==> src/rtl/berr_exc_pkg.sv <==
package berr_exc_pkg;
  localparam int STS_W     = 2;
  localparam int STS_BUS   = 0;
  localparam int STS_PROTO = 1;

  typedef enum logic [1:0] {EXC_NONE, EXC_MCHK, EXC_CSTOP} exc_kind_e;

  typedef struct packed {
    logic dstore;
    logic last;
  } ten_attr_t;

  function automatic exc_kind_e pick_exc(input logic fire, input logic mchk_en);
    if (!fire)   return EXC_NONE;
    if (mchk_en) return EXC_MCHK;
    return EXC_CSTOP;
  endfunction

  function automatic logic [STS_W-1:0] sts_next(input logic [STS_W-1:0] cur,
                                                input logic clr,
                                                input logic [STS_W-1:0] set);
    return (clr ? '0 : cur) | set;
  endfunction
endpackage

==> src/rtl/berr_ten_track.sv <==
module berr_ten_track
  import berr_exc_pkg::*;
(
  input  logic      clk,
  input  logic      rst_n,
  input  logic      ten_start,
  input  logic      ten_end,
  input  logic      dstore,
  input  logic      last_ten,
  input  logic      berr_ack,
  input  logic      xfer_ack,
  output logic      open_q,
  output ten_attr_t attr_q,
  output logic      err_hit,
  output logic      clean_end,
  output logic      data_done
);
  // Error acknowledge wins over a normal end in the same cycle.
  assign err_hit   = open_q & berr_ack;
  assign clean_end = open_q & ten_end & ~berr_ack;

  always_ff @(posedge clk) begin
    if (!rst_n) begin
      open_q    <= 1'b0;
      attr_q    <= '0;
      data_done <= 1'b0;
    end else begin
      if (ten_start) begin
        open_q <= 1'b1;
        attr_q <= '{dstore: dstore, last: last_ten};
      end else if (err_hit || clean_end) begin
        open_q <= 1'b0;
      end
      data_done <= open_q & xfer_ack & ~berr_ack;
    end
  end
endmodule

==> src/rtl/berr_defer.sv <==
module berr_defer
  import berr_exc_pkg::*;
(
  input  logic      clk,
  input  logic      rst_n,
  input  logic      err_hit,
  input  logic      clean_end,
  input  ten_attr_t attr_q,
  input  logic      mchk_en,
  output logic      issue_now,
  output logic      ds_mid_err,
  output logic      ds_bad_end,
  output logic      mc_req,
  output logic      cs_req
);
  logic      pend_q;
  logic      mem_err;
  logic      ds_last_err;
  logic      ds_last_bad;
  exc_kind_e kind;

  assign mem_err     = err_hit & ~attr_q.dstore;
  assign ds_last_err = err_hit & attr_q.dstore & attr_q.last;
  assign ds_mid_err  = err_hit & attr_q.dstore & ~attr_q.last;
  assign ds_bad_end  = clean_end & attr_q.dstore;
  assign ds_last_bad = ds_bad_end & attr_q.last & pend_q;
  assign issue_now   = mem_err | ds_last_err | ds_last_bad;
  assign kind        = pick_exc(issue_now, mchk_en);

  always_ff @(posedge clk) begin
    if (!rst_n) begin
      pend_q <= 1'b0;
      mc_req <= 1'b0;
      cs_req <= 1'b0;
    end else begin
      if (issue_now)       pend_q <= 1'b0;
      else if (ds_mid_err) pend_q <= 1'b1;
      mc_req <= (kind == EXC_MCHK);
      cs_req <= (kind == EXC_CSTOP);
    end
  end
endmodule

==> src/rtl/berr_status.sv <==
module berr_status
  import berr_exc_pkg::*;
(
  input  logic             clk,
  input  logic             rst_n,
  input  logic             set_bus,
  input  logic             set_proto,
  input  logic             sts_clr,
  output logic [STS_W-1:0] err_sts
);
  logic [STS_W-1:0] set_vec;

  always_comb begin
    set_vec            = '0;
    set_vec[STS_BUS]   = set_bus;
    set_vec[STS_PROTO] = set_proto;
  end

  always_ff @(posedge clk) begin
    if (!rst_n) err_sts <= '0;
    else        err_sts <= sts_next(err_sts, sts_clr, set_vec);
  end
endmodule

==> src/rtl/berr_exc_seq.sv <==
module berr_exc_seq
  import berr_exc_pkg::*;
(
  input  logic             clk,
  input  logic             rst_n,
  input  logic             ten_start,
  input  logic             ten_end,
  input  logic             dstore,
  input  logic             last_ten,
  input  logic             berr_ack,
  input  logic             xfer_ack,
  input  logic             mchk_en,
  input  logic             sts_clr,
  output logic             mc_req,
  output logic             cs_req,
  output logic             data_done,
  output logic [STS_W-1:0] err_sts
);
  logic      open_q;
  ten_attr_t attr_q;
  logic      err_hit;
  logic      clean_end;
  logic      issue_now;
  logic      ds_mid_err;
  logic      ds_bad_end;

  berr_ten_track u_track (
    .clk       (clk),
    .rst_n     (rst_n),
    .ten_start (ten_start),
    .ten_end   (ten_end),
    .dstore    (dstore),
    .last_ten  (last_ten),
    .berr_ack  (berr_ack),
    .xfer_ack  (xfer_ack),
    .open_q    (open_q),
    .attr_q    (attr_q),
    .err_hit   (err_hit),
    .clean_end (clean_end),
    .data_done (data_done)
  );

  berr_defer u_defer (
    .clk        (clk),
    .rst_n      (rst_n),
    .err_hit    (err_hit),
    .clean_end  (clean_end),
    .attr_q     (attr_q),
    .mchk_en    (mchk_en),
    .issue_now  (issue_now),
    .ds_mid_err (ds_mid_err),
    .ds_bad_end (ds_bad_end),
    .mc_req     (mc_req),
    .cs_req     (cs_req)
  );

  berr_status u_status (
    .clk       (clk),
    .rst_n     (rst_n),
    .set_bus   (issue_now),
    .set_proto (ds_bad_end),
    .sts_clr   (sts_clr),
    .err_sts   (err_sts)
  );
endmodule

==> config.mk <==
export PLATFORM = sky130hd
export DESIGN_NAME = berr_exc_seq
export DESIGN_NICKNAME = d
export VERILOG_FILES = /design/src/rtl/berr_exc_pkg.sv /design/src/rtl/berr_ten_track.sv /design/src/rtl/berr_defer.sv /design/src/rtl/berr_status.sv /design/src/rtl/berr_exc_seq.sv
export SDC_FILE = /design/constraint.sdc
export NUM_CORES = 1
export LEC_CHECK = 0
export ABC_AREA = 1
export BUFFER_PORTS_ARGS = -buffer_cell sky130_fd_sc_hd__buf_2
export CORE_AREA = 2 2 39 41
export DETAILED_ROUTE_END_ITERATION = 16
export DIE_AREA = 0 0 41 43
export PLACE_DENSITY = 0.56
export SYNTH_ARGS = -nofsm -noshare
export SYNTH_HDL_FRONTEND = slang
export SYNTH_SLANG_ARGS = --single-unit
==> constraint.sdc <==
create_clock -name clk -period 2.3 [get_ports clk]
set_input_delay 0.115 -clock clk [delete_from_list [all_inputs] [get_ports clk]]
set_output_delay 0.115 -clock clk [all_outputs]
set_load 0.02 [all_outputs]
Word-level counts from Yosys, hierarchy flattened

Index checks and enable logic that the tools add are counted.

Register bits after elaboration: 9
Input bits: 10
Output and inout bits: 5
Logic and storage cells: 41

Eq/ne operators: 2
Multiplexer cells: 9
Bitwise operators: 19
Reduce and logical (&&, ||, !) cells: 3

Operators with widths:

| cell                                                | count |
|---|---|
| bitwise AND 1 bit                                   | 12 |
| 2-to-1 mux 2 bit                                    | 5 |
| 2-to-1 mux 1 bit                                    | 4 |
| inverter 1 bit                                      | 4 |
| equality test 2 x 1 -> 1 bit, second input constant | 1 |
| equality test 2 bit, second input constant          | 1 |
| bitwise OR 1 bit                                    | 2 |
| bitwise OR 2 bit                                    | 1 |
| nonzero test 2 bit                                  | 1 |
| OR reduction 2 bit                                  | 1 |
| logical OR 1 bit                                    | 1 |

Logic depth before layout (Yosys ltp)

Depth after elaboration: 11
Gate-level depth with buffers: 6
Mapped depth without buffers: 6

By module

A second synthesis with hierarchy kept.

Cell total of the unflattened synthesis: 52
Area total of the unflattened synthesis: 369.1 µm²

By module, submodules not included:

| module         | times used | cells an instance | area an instance (µm²) |
|---|---|---|---|
| berr_ten_track | 1          | 22                | 156.4 |
| berr_defer     | 1          | 20                | 140.1 |
| berr_status    | 1          | 10                | 72.6 |

Least setup slack after synthesis

No wires, ideal clock.

Path type: flip-flop to flip-flop
From: reg u_track.attr_q[1] (netlist name)
To: reg u_status.err_sts[0]
Library setup time: 0.113 ns
Arrival time: 0.664 ns
Slack: 1.522 ns
Cell stages (with the launch flop): 6
Path buffers: 0
Period minus slack after synthesis: 0.778 ns
Cell sequence: dfxtp_1 -> inv_1 -> o21ai_2 -> nand2_1 -> nand2_2 -> nand2_1

Longest elaborated chain between the ends: 5
Elaborated cells on any way between the ends: 10

Ends and longest elaborated chain:

| item                                                         | line                                                 | source |
|---|---|---|
| bitwise AND 1 bit (tied with other cells)                    | berr_defer.sv:23                                     | `assign ds_last_err = err_hit & attr_q.dstore & attr_q.last;` |
| bitwise AND 1 bit, on equally long branches                  | berr_defer.sv:23, berr_defer.sv:22, berr_defer.sv:26 |  |
| bitwise OR 1 bit / bitwise AND 1 bit (equally long branches) | berr_defer.sv:27, berr_defer.sv:26                   |  |
| bitwise OR 1 bit *                                           | berr_defer.sv:27                                     | `assign issue_now = mem_err \| ds_last_err \| ds_last_bad;` |
| bitwise OR 2 bit *                                           | berr_exc_pkg.sv:22                                   | `return (clr ? '0 : cur) \| set;` |
| end signal: assignment                                       | berr_status.sv:21                                    | `else err_sts <= sts_next(err_sts, sts_clr, set_vec);` |
| end: declaration                                             | berr_status.sv:9                                     | `output logic [STS_W-1:0] err_sts` |

Every way passes the cells marked *; elsewhere a longest branch is shown, timed or not.
A chain may end at the register's enable or synchronous reset.

Worst setup path after layout

From: reg u_track.attr_q[0] (netlist name)
To: reg u_defer.mc_req

Longest elaborated chain between the ends: 5
Elaborated cells on any way between the ends: 7

Ends and longest elaborated chain:

| item                                                         | line                               | source |
|---|---|---|
| bitwise AND 1 bit, on equally long branches                  | berr_defer.sv:23, berr_defer.sv:26 |  |
| bitwise OR 1 bit / bitwise AND 1 bit (equally long branches) | berr_defer.sv:27, berr_defer.sv:26 |  |
| bitwise OR 1 bit *                                           | berr_defer.sv:27                   |  |
| 2-to-1 mux 2 bit *                                           | berr_exc_pkg.sv:15                 | `if (mchk_en) return EXC_MCHK;` |
| equality test 2 x 1 -> 1 bit *                               | berr_defer.sv:38                   | `mc_req <= (kind == EXC_MCHK);` |
| end signal: assignment                                       | berr_defer.sv:38                   |  |
| end: declaration                                             | berr_defer.sv:13                   | `output logic mc_req,` |

Marks and branches as above.

==> qor.csv <==
stage;metric;value;unit
cts;clk buf depth;2;
worst_setup_path;WS Path Type;reg -> reg;
cts;CTS Sinks;9;
layout;Inserted Diodes;0;
logic_synthesis;post-synthesis simple-gate area fraction;22.46;%
detailed_routing;via count;318;
placed_design;RePlAce Congestion;0.7796;
power;power per cell area;681.7;nW/µm²
cts;CTS tree;yes;
sta;RSZ-0062 raised after global routing;false;
floorplan;Core Area;1384;µm²
detailed_routing;Post-Route WL;646;µm
placed_design;dpl cells;75;
sta;period utilisation layout;38.58;%
worst_hold_path;Hold Path Stages;2;
grt;vias in the first global route;290;
worst_setup_path;WP data arrival;1.07;ns
layout;Layout area overhead;33.70;%
logic_synthesis;Compound-Gate Fraction of Synth Area;13.41;%
floorplan;die area;1763;µm²
layout;commonest non-fill, non-tap cell in the layout;buf_2;
cts;worst skew pair latency;0.25;ns
detailed_routing;drt first-iter violations;5;
layout;# nets final;74;
floorplan;io pins;15;
layout;Non-Filler Instances;79;
run;max_cap viols;0;
cts;clock slew at reported path FFs;0.06;ns
cts;H-tree depth;1;
logic_synthesis;Yosys reg bits;9;
worst_setup_path;reg2reg end;u_defer.mc_req$_SDFF_PN0_;
worst_setup_path;worst-path fanout max;3;
logic_synthesis;Synth Area in Adders;0;%
detailed_routing;vias per cell;4.025;
cts;hold_buf cts;0;
logic_synthesis;synthesized cell area;345.3;µm²
layout;commonest non-fill, non-tap cells in the layout;buf_2, inv_1, dfxtp_1;
worst_setup_path;data required time at the worst endpoint;2.48;ns
logic_synthesis;synthesis warning total;0;
grt;largest net degree at the start of global routing;8;
sta;max-slew violations;0;
floorplan;Die Span X;41;µm
logic_synthesis;Synth Instances;45;
logic_synthesis;Synth area leaders;dfxtp_1, inv_1, nand2_1, a21oi_1, nand3_1;
grt;first-pass GRT wire length;1.083;mm
layout;area of the multi-input gates;123.9;µm²
detailed_routing;Final ANT Viol Nets;0;
logic_synthesis;Post-Syn Nets;55;
layout;layout cells sized above 1;33.33;%
grt;total gr overflow;0;
power;P_leak;0.0002562;µW
cts;CTS buffer count;3;
worst_setup_path;crit path to;u_defer.mc_req$_SDFF_PN0_;
sta;setup tns final;0;ns
logic_synthesis;sequential area share after synthesis;52.17;%
detailed_routing;WL per Instance;8.177;µm
detailed_routing;drc violations;0;
logic_synthesis;Netlist cell types;13;
floorplan;row cnt;14;
sta;Least-Margin Pin Slew;0.1470;ns
logic_synthesis;largest family of logic cells by synthesized area;simple AND/OR/NAND/NOR gates;
layout;fin util;33.36;%
grt;initial antenna violation count;0;
floorplan;Starting Density;24.95;%
detailed_routing;drt pass-1 iters;2;
worst_setup_path;crit path launch;u_track.attr_q[0]$_SDFFE_PN0P_;
logic_synthesis;post-synthesis mux area share;0;%
power;Worst IR Drop VDD;0.2651;mV
sta;Final Hold Fails;0;
cts;Post-CTS Setup Inserts;0;
sta;crit path time final;0.8873;ns
cts;post-cts sizing count;0;
worst_setup_path;reg-to-reg startpoint;u_track.attr_q[0]$_SDFFE_PN0P_;
run_status;status;completed;
sta;Hold Worst Slack;0.03323;ns
logic_synthesis;top cell type's share of synthesized area;52.17;%
worst_setup_path;critical path launch point type;register;
worst_setup_path;endpoint class of the critical path;register;
sta;Max Clock Freq;1127;MHz
sta;Slew headroom;90.16;%
worst_setup_path;worst-case reg-to-reg path depth;6;
logic_synthesis;area leader, netlist;dfxtp_1;
logic_synthesis;Synth Area in XOR/XNOR;0;%
grt;GRT Overall Usage;9.192;%
cts;root cell of the clock tree;clkbuf_4;
layout;Reg area;180.2;µm²
floorplan;die height;43;µm
worst_setup_path;reg2reg setup slack;1.41;ns
worst_hold_path;Hold WC Path Type;in -> reg;
sta;Final Skew;0.004085;ns
logic_synthesis;Syn Area/Cell;7.674;µm²
sta;Setup Viol. Count Final;0;
placed_design;IO Port Bufs;14;
layout;Fillers;154;
## per-layer routing
layer / vias to the layer above / part of all wire (%) / global-route usage [%]
met2: 7 / 49 / 13.13
met3: 0 / 5.1 / 3.141
li1: 174 / - / -
met1: 137 / 46 / 12.13
met5: - / 0 / 0
met4: 0 / 0 / 4.000
## kinds of logic after synthesis
| family | after synthesis |
|---|---|
| and+or+nand+nor | 17 |
| buffers and inverters | 11 |
| DFF | 9 |
| AOI/OAI and AO/OA | 8 |
## flip-flops by register name, indices dropped and copies added, names as in the netlist
name,count
u_status.err_sts,2
u_defer.mc_req,1
u_track.data_done,1
u_defer.pend_q,1
u_track.attr_q,2
u_track.open_q,1
u_defer.cs_req,1
## worst min path at each step
stage                  from                         to  slack, ns
global placement    mchk_en  u_defer.cs_req$_SDFF_PN0_       0.29
global route        mchk_en  u_defer.cs_req$_SDFF_PN0_       0.03
detailed placement  mchk_en  u_defer.cs_req$_SDFF_PN0_       0.29
CTS                 mchk_en  u_defer.cs_req$_SDFF_PN0_       0.02
finish              mchk_en  u_defer.cs_req$_SDFF_PN0_       0.03
floorplan           mchk_en  u_defer.cs_req$_SDFF_PN0_       0.19
## report_power, final
part | internal, µW | total [µW] | switching, µW | leakage [µW]
sequential | 162 | 165 | 3.24 | 0.0000736
combinational | 12.8 | 30.9 | 18.1 | 0.000168
clock | 66.7 | 119 | 52.2 | 0.0000150
## metrics by stage
stage | setup WS (ns) | cell area [µm²] | power [µW]
3_5_place_dp | 1.444 | 435.4 | 199.6
2_1_floorplan | 1.522 | 345.3 | 185.1
5_1_grt | 1.309 | 461.7 | 334.4
6_report | 1.413 | 461.7 | 314.7
3_3_place_gp | 1.441 | 435.4 | 199.2
4_1_cts | 1.428 | 461.7 | 317.4
## final cells by class
| cell class | count | area share, % |
|---|---|---|
| sequential | 9 | 39.02 |
| multi-input combinational | 25 | 26.83 |
| timing repair buffer | 14 | 15.18 |
| inverter | 11 | 8.943 |
| clock buffer | 4 | 5.691 |
| tap | 16 | 4.336 |
## synth_stat cells
cell,instances
inv_1,10
nand2_1,8
a31oi_1,1
o22ai_1,1
nor2_4,1
a21oi_1,3
nor2_1,4
nand2_2,1
o21ai_2,1
inv_2,1
dfxtp_1,9
o21ai_0,2
nand3_1,3
## critical path, cell delays in order, from the launching register on
cell and delay [ns]:
dfxtp_1 0.37, nand2_1 0.07, inv_1 0.05, nand3_1 0.09, nand2_1 0.09, nand2_2 0.06
nor2_1 0.10
Power figures use the tool's default switching activity.
